**src/rtl/afc_pkg.sv**
```systemverilog
package afc_pkg;

    localparam int B_EN    = 0;
    localparam int B_RXON  = 1;
    localparam int B_TXON  = 2;
    localparam int B_TXCLR = 3;
    localparam int B_RXCLR = 4;
    localparam int B_DMAEN = 9;
    localparam int B_TXERR = 15;
    localparam int B_RXERR = 16;
    localparam int B_TXW   = 17;
    localparam int B_RXR   = 18;
    localparam int B_TXD   = 19;
    localparam int B_RXD   = 20;
    localparam int B_TXE   = 21;
    localparam int B_RXF   = 22;
    localparam int B_SYNC  = 24;
    localparam int B_WAKE  = 25;

    typedef enum logic [1:0] {
        A_CTRL = 2'd0,
        A_DATA = 2'd1,
        A_THR  = 2'd2
    } addr_e;

    typedef struct packed {
        logic [7:0] tx_panic;
        logic [7:0] rx_panic;
        logic [7:0] tx_req;
        logic [7:0] rx_req;
    } thr_t;

    typedef struct packed {
        logic en;
        logic rxon;
        logic txon;
        logic dmaen;
        logic sync_req;
        logic wake_req;
    } ctrl_t;

    function automatic logic lvl_le(int unsigned lvl, logic [7:0] lim);
        return lvl <= 32'(lim);
    endfunction

    function automatic logic lvl_ge(int unsigned lvl, logic [7:0] lim);
        return lvl >= 32'(lim);
    endfunction

endpackage

```
**src/rtl/afc_fifo.sv**
```systemverilog
module afc_fifo #(
    parameter int DEPTH  = 64,
    parameter int DATA_W = 32,
    parameter int LVL_W  = $clog2(DEPTH + 1)
) (
    input  logic              clk,
    input  logic              rst,
    input  logic              flush,
    input  logic              push,
    input  logic [DATA_W-1:0] wdata,
    input  logic              pop,
    output logic [DATA_W-1:0] rdata,
    output logic [LVL_W-1:0]  level,
    output logic              full,
    output logic              empty
);
    localparam int AW = $clog2(DEPTH);

    logic [DATA_W-1:0] mem [DEPTH];
    logic [AW-1:0]     wr_ptr, rd_ptr;
    logic              do_push, do_pop;

    assign full    = (level == LVL_W'(DEPTH));
    assign empty   = (level == '0);
    assign do_push = push && !full;
    assign do_pop  = pop && !empty;
    assign rdata   = mem[rd_ptr];

    function automatic logic [AW-1:0] nxt(logic [AW-1:0] p);
        return (p == AW'(DEPTH - 1)) ? '0 : p + 1'b1;
    endfunction

    always_ff @(posedge clk) begin
        if (do_push && !flush) begin
            mem[wr_ptr] <= wdata;
        end
    end

    always_ff @(posedge clk) begin
        if (rst || flush) begin
            wr_ptr <= '0;
            rd_ptr <= '0;
            level  <= '0;
        end else begin
            if (do_push) wr_ptr <= nxt(wr_ptr);
            if (do_pop)  rd_ptr <= nxt(rd_ptr);
            case ({do_push, do_pop})
                2'b10:   level <= level + 1'b1;
                2'b01:   level <= level - 1'b1;
                default: level <= level;
            endcase
        end
    end
endmodule

```
**src/rtl/afc_tick_timer.sv**
```systemverilog
module afc_tick_timer #(
    parameter int TICKS = 2
) (
    input  logic clk,
    input  logic rst,
    input  logic start,
    input  logic tick,
    output logic done
);
    localparam int CW = $clog2(TICKS + 1);

    logic [CW-1:0] cnt;

    assign done = !start && tick && (cnt == CW'(1));

    always_ff @(posedge clk) begin
        if (rst) begin
            cnt <= '0;
        end else if (start) begin
            cnt <= CW'(TICKS);
        end else if (tick && cnt != '0) begin
            cnt <= cnt - 1'b1;
        end
    end
endmodule

```
**src/rtl/audio_fifo_ctrl.sv**
```systemverilog
module audio_fifo_ctrl
    import afc_pkg::*;
#(
    parameter int DEPTH      = 64,
    parameter int CLR_TICKS  = 2,
    parameter int SYNC_TICKS = 2,
    parameter int WAKE_TICKS = 4
) (
    input  logic        clk,
    input  logic        rst,
    input  logic        sclk_tick,
    input  logic        reg_wr,
    input  logic        reg_rd,
    input  logic [1:0]  reg_addr,
    input  logic [31:0] reg_wdata,
    output logic [31:0] reg_rdata,
    input  logic        ser_tx_pop,
    output logic [31:0] ser_tx_data,
    input  logic        ser_rx_push,
    input  logic [31:0] ser_rx_data,
    output logic        tx_dreq,
    output logic        tx_panic,
    output logic        rx_dreq,
    output logic        rx_panic
);
    localparam int LVL_W = $clog2(DEPTH + 1);

    ctrl_t ctrl_q;
    thr_t  thr_q;
    logic  tx_err_q, rx_err_q, awake_q, sync_rd_q;

    logic wr_ctrl, wr_data, wr_thr, rd_data;
    logic tx_ok, rx_ok, tx_underrun, rx_overrun;
    logic tx_flush, rx_flush, sync_done, wake_done;
    logic [31:0]      rx_head;
    logic [LVL_W-1:0] tx_level, rx_level;
    logic tx_full, tx_empty, rx_full, rx_empty;
    logic dma_on, ctrl_en, ctrl_wake;

    assign wr_ctrl = reg_wr && (reg_addr == A_CTRL);
    assign wr_data = reg_wr && (reg_addr == A_DATA);
    assign wr_thr  = reg_wr && (reg_addr == A_THR);
    assign rd_data = reg_rd && (reg_addr == A_DATA);

    assign tx_ok       = ctrl_q.en && ctrl_q.txon && awake_q;
    assign rx_ok       = ctrl_q.en && ctrl_q.rxon && awake_q;
    assign tx_underrun = ser_tx_pop && tx_ok && tx_empty;
    assign rx_overrun  = ser_rx_push && rx_ok && rx_full;
    assign ctrl_en     = ctrl_q.en;
    assign ctrl_wake   = ctrl_q.wake_req;

    afc_fifo #(.DEPTH(DEPTH), .DATA_W(32), .LVL_W(LVL_W)) tx_fifo_i (
        .clk(clk), .rst(rst), .flush(tx_flush),
        .push(wr_data), .wdata(reg_wdata),
        .pop(ser_tx_pop && tx_ok), .rdata(ser_tx_data),
        .level(tx_level), .full(tx_full), .empty(tx_empty)
    );

    afc_fifo #(.DEPTH(DEPTH), .DATA_W(32), .LVL_W(LVL_W)) rx_fifo_i (
        .clk(clk), .rst(rst), .flush(rx_flush),
        .push(ser_rx_push && rx_ok), .wdata(ser_rx_data),
        .pop(rd_data), .rdata(rx_head),
        .level(rx_level), .full(rx_full), .empty(rx_empty)
    );

    afc_tick_timer #(.TICKS(CLR_TICKS)) tx_clr_i (
        .clk(clk), .rst(rst), .tick(sclk_tick),
        .start(wr_ctrl && reg_wdata[B_TXCLR]), .done(tx_flush)
    );

    afc_tick_timer #(.TICKS(CLR_TICKS)) rx_clr_i (
        .clk(clk), .rst(rst), .tick(sclk_tick),
        .start(wr_ctrl && reg_wdata[B_RXCLR]), .done(rx_flush)
    );

    afc_tick_timer #(.TICKS(SYNC_TICKS)) sync_i (
        .clk(clk), .rst(rst), .tick(sclk_tick),
        .start(wr_ctrl && (reg_wdata[B_SYNC] != ctrl_q.sync_req)),
        .done(sync_done)
    );

    afc_tick_timer #(.TICKS(WAKE_TICKS)) wake_i (
        .clk(clk), .rst(rst), .tick(sclk_tick),
        .start(wr_ctrl && reg_wdata[B_WAKE] && !ctrl_q.wake_req),
        .done(wake_done)
    );

    always_ff @(posedge clk) begin
        if (rst) begin
            ctrl_q    <= '0;
            thr_q     <= '0;
            tx_err_q  <= 1'b0;
            rx_err_q  <= 1'b0;
            awake_q   <= 1'b0;
            sync_rd_q <= 1'b0;
        end else begin
            if (wr_ctrl) begin
                ctrl_q.en       <= reg_wdata[B_EN];
                ctrl_q.rxon     <= reg_wdata[B_RXON];
                ctrl_q.txon     <= reg_wdata[B_TXON];
                ctrl_q.dmaen    <= reg_wdata[B_DMAEN];
                ctrl_q.sync_req <= reg_wdata[B_SYNC];
                ctrl_q.wake_req <= reg_wdata[B_WAKE];
            end
            if (wr_thr) thr_q <= thr_t'(reg_wdata);
            tx_err_q <= (tx_err_q && !(wr_ctrl && reg_wdata[B_TXERR])) || tx_underrun;
            rx_err_q <= (rx_err_q && !(wr_ctrl && reg_wdata[B_RXERR])) || rx_overrun;
            if (wr_ctrl && !reg_wdata[B_WAKE]) awake_q <= 1'b0;
            else if (wake_done && ctrl_q.wake_req) awake_q <= 1'b1;
            if (sync_done) sync_rd_q <= ctrl_q.sync_req;
        end
    end

    assign dma_on   = ctrl_q.en && ctrl_q.dmaen;
    assign tx_dreq  = dma_on && lvl_le(32'(tx_level), thr_q.tx_req);
    assign tx_panic = dma_on && lvl_le(32'(tx_level), thr_q.tx_panic);
    assign rx_dreq  = dma_on && lvl_ge(32'(rx_level), thr_q.rx_req);
    assign rx_panic = dma_on && lvl_ge(32'(rx_level), thr_q.rx_panic);

    always_comb begin
        reg_rdata = '0;
        case (reg_addr)
            A_CTRL: begin
                reg_rdata[B_EN]    = ctrl_q.en;
                reg_rdata[B_RXON]  = ctrl_q.rxon;
                reg_rdata[B_TXON]  = ctrl_q.txon;
                reg_rdata[B_DMAEN] = ctrl_q.dmaen;
                reg_rdata[B_TXERR] = tx_err_q;
                reg_rdata[B_RXERR] = rx_err_q;
                reg_rdata[B_TXW]   = lvl_le(32'(tx_level), thr_q.tx_req);
                reg_rdata[B_RXR]   = lvl_ge(32'(rx_level), thr_q.rx_req);
                reg_rdata[B_TXD]   = !tx_full;
                reg_rdata[B_RXD]   = !rx_empty;
                reg_rdata[B_TXE]   = tx_empty;
                reg_rdata[B_RXF]   = rx_full;
                reg_rdata[B_SYNC]  = sync_rd_q;
                reg_rdata[B_WAKE]  = ctrl_q.wake_req;
            end
            A_DATA:  reg_rdata = rx_empty ? '0 : rx_head;
            A_THR:   reg_rdata = thr_q;
            default: reg_rdata = '0;
        endcase
    end
endmodule

```
**config.mk**
```make
export PLATFORM = sky130hd
export DESIGN_NAME = audio_fifo_ctrl
export DESIGN_NICKNAME = d
export VERILOG_FILES = /design/src/rtl/afc_pkg.sv /design/src/rtl/afc_fifo.sv /design/src/rtl/afc_tick_timer.sv /design/src/rtl/audio_fifo_ctrl.sv
export SDC_FILE = /design/constraint.sdc
export NUM_CORES = 2
export LEC_CHECK = 0
export CAP_MARGIN = 20
export CORE_ASPECT_RATIO = 1.5
export CORE_MARGIN = 5
export CORE_UTILIZATION = 50
export DETAILED_ROUTE_END_ITERATION = 8
export PLACE_DENSITY = 0.78
export SKIP_CTS_REPAIR_TIMING = 1
export SLEW_MARGIN = 10
export SYNTH_ARGS = -nofsm -noshare
export SYNTH_HDL_FRONTEND = slang
export SYNTH_SLANG_ARGS = --single-unit
```
**constraint.sdc**
```tcl
create_clock -name clk -period 14.9 [get_ports clk]
set_clock_uncertainty 0.15 [all_clocks]
set_input_delay 4.47 -clock clk [delete_from_list [all_inputs] [get_ports clk]]
set_output_delay 4.47 -clock clk [all_outputs]
set_load 0.03 [all_outputs]
```
==> run_results.csv <==
group,metric,value,unit
global_routing,overflow,0,
run_status,status,"finished, final reports clean",
sta,layout_setup_ws,1.82,ns
synth,synth-simple-area-share,1.46,%
synth,ys.flop_type,"edfxtp_1",
sta,worst_slew_pin_slew,1.17,ns
sta,report.final.slew_viol_count,0,
cts,htreeDepth,5,
sta,rsz0062_at_grt,"no",
power,p_sw,4600,uW
detailed_routing,drtPass1Iterations,8,
synth,synthTopCellsByCount,"4096 x edfxtp_1, 1247 x mux4_2, 210 x nor2_1",
finish,syn2layout_area_growth,12.3,%
detailed_routing,drc,0,
detailed_routing,viasPerCell,6.72,
synth,ys.warnings.count,0,
synth,synth_seq_cells,4197,
sta,fin_crit,13.08,ns
finish,nNetsFinal,7414,
synth,synth_xor_area_share,0.184,%
global_routing,grt_pass1_wl,608000,um
floorplanning,die_area,335000,um^2
synth,synth_fp_nets,7031,
run,max_cap_violations,0,
worst_setup_path,cp.required,10.28,ns
power,p_clk_share,41.9,%
global_routing,antenna_found_initial,30,
place,pre_cts_slack,1.89,ns
synth,synth_area_leader_cell,"edfxtp_1",
place,dp.final_hpwl,229000,um
place,gp_congestion,0.929,
synth,netlist_instances,6907,
cts,cts_root_buf,"clkbuf_16",
cts,cts_tree,"built",
floorplanning,die_height,706,um
worst_setup_path,path_max_fanout,10,
global_routing,grt_pass1_vias,81700,
sta,whs,0.328,ns
detailed_routing,wl,434000,um
detailed_routing,ant_nets,0,
synth,synth.most_common_cell,"edfxtp_1",
synth,synthMuxAreaShare,18.1,%
min_path,hold_class,"reg -> reg",
sta,fin_crit_sh,87.8,%
worst_setup_path,critPathKind,"in -> out",
floorplanning,start_util,50.2,%
worst_setup_path,startpoint_type,"primary input",
power,power_density,126,nW/um^2
global_routing,grtUsageTotal,25.6,%
synth,synth-seq-area-share,77.4,%
detailed_routing,vias,79700,
sta,fmax,76.5,MHz
power,pwr-share-comb,1.4,%
synth,synth_area,162000,um^2
sta,final-hold-violation-count,0,
synth,synth_area_per_cell,23.4,um^2
synth,synthDistinctLibCells,61,
finish,drive_above_1_share,29.5,%
place,port_buffers,140,
synth,netlist.area_leader.share,76.2,%
synth,synth_edf_count,4096,
cts,clk_pin_slew,0.06,ns
power,p_int,18300,uW
cts,clock_path_buffers,4,
cts,cts.sink_count,4197,
floorplanning,num_rows,255,
power,switching_share,20.1,%
floorplanning,die_width,474,um
synth,ys_async_sr_fraction,0,%
sta,setup_viol,0,
synth,synth-compound-area-share,1.28,%
floorplanning,core_area,322000,um^2
global_routing,grt_max_degree,141,
power,p_leak,0.0536,uW
power,ir_worst_vdd,0.000167,V
synth,synth_top_family_by_area,"multiplexers",
sta,finalSetupTns,0,ns
worst_setup_path,worstPathArrival,8.46,ns
power,p_total,22900,uW
detailed_routing,dr.first_iter.drc_count,11800,
synth,yosys-top-cells-area,"edfxtp_1 76%, mux4_2 17%, dfxtp_1 1.3%, mux2i_1 0.59%, nor2_1 0.49%",
sta,slew_headroom,21.7,%
cts,numCtsBuffers,378,
floorplanning,ios,141,
cts,clk_latency,0.90,ns
power,pwr-share-seq,56.7,%
detailed_routing,wl_per_cell,36.6,um
worst_setup_path,cp-end-kind,"primary output",
synth,synthAdderAreaFrac,0.395,%
[state kept, by name, indices dropped and copies added (netlist names), 4 cells and up, named ones only]
| register | cells |
|---|---|
| ctrl_q | 4 |
| rx_fifo_i.level | 7 |
| rx_fifo_i.mem | 2048 |
| rx_fifo_i.rd_ptr | 6 |
| rx_fifo_i.wr_ptr | 6 |
| thr_q | 32 |
| tx_fifo_i.level | 7 |
| tx_fifo_i.mem | 2048 |
| tx_fifo_i.rd_ptr | 6 |
| tx_fifo_i.wr_ptr | 6 |
[final cells by class]
| class | instances | area, um^2 |
|---|---|---|
| Inverter | 50 | 188 |
| Clock buffer | 458 | 9900 |
| Antenna cell | 13 | 32.5 |
| Multi-Input combinational cell | 2291 | 35500 |
| Clock inverter | 228 | 2070 |
| Timing Repair Buffer | 372 | 3270 |
| Tap cell | 4240 | 5310 |
| Fill cell | 22000 | 140000 |
| Sequential cell | 4197 | 125000 |
[worst max-delay path: stages]
cell and delay [ns]:
clkdlybuf4s50_1 0.47, inv_1 0.12, ha_1 0.17, inv_1 0.05, a31oi_1 0.17, and2_1 0.48, nand2_1 0.46, a2111oi_0 0.53
a21oi_1 0.11, o21ai_1 0.56, clkdlybuf4s50_1 0.85
[cells in the final DEF (no fill, tap or decap), types with 82 or more instances in the layout]
cell / n
nand2_1: 162
clkinv_1: 82
mux2i_1: 95
dfxtp_1: 90
buf_4: 207
edfxtp_1: 4096
a21oi_1: 112
clkbuf_16: 383
nor2_1: 82
mux4_2: 1247
nor2_4: 128
[kinds of logic (layout without fill, tap and decap cells)]
kind of cell | count (synthesis) | after routing
AO/OA/AOI/OAI | 324 | 324
XOR/XNOR | 34 | 34
adder cells (fa/ha/maj) | 51 | 51
buffers and inverters | 419 | 1108
flip-flops | 4197 | 4197
multiplexers | 1356 | 1356
other | 0 | 13
AND/OR/NAND/NOR | 526 | 526
[through the flow]
step / util (%) / cell area, um^2 / std cells
5_1_grt: 56.4 / 181000 / 11800
4_1_cts: 56.2 / 181000 / 11800
2_1_floorplan: - / 162000 / 6907
3_5_place_dp: 52.5 / 169000 / 11100
3_3_place_gp: 52.5 / 169000 / 11100
6_report: 56.4 / 181000 / 11800
[routing by layer]
layer  vias to the layer above  wire length (um)  part of all wire [%]  global-route usage, %
met3                      1467             47800                    11                   5.74
met2                      6473            220000                    51                   43.3
li1                      30200                 -                     -                      -
met5                         -                87                 0.020                      0
met1                     41500            137000                    32                   30.8
met4                        14             29200                   6.7                   14.0
[worst paths after layout]
path,start,to,slack (ns),cells past startpoint
worst max-delay path,reg_addr[1],reg_rdata[28],1.82,11
worst min-delay path,ctrl_q[4],ctrl_q[4],0.33,2
worst max register to register,tx_fifo_i.level[3],tx_fifo_i.mem[46][13],9.39,8
worst min register to register,ctrl_q[4],ctrl_q[4],0.33,2
[power groups by stage]
stage               clock (uW)  sequential (uW)  combinational, uW
finish                    9590            13000                312
global route             10200            13000                331
CTS                       9670            13000                293
detailed placement           0            13200                291
global placement             0            13200                265
floorplan                    0            13200               69.6
Note: power is estimated with default switching activity, not from simulation.
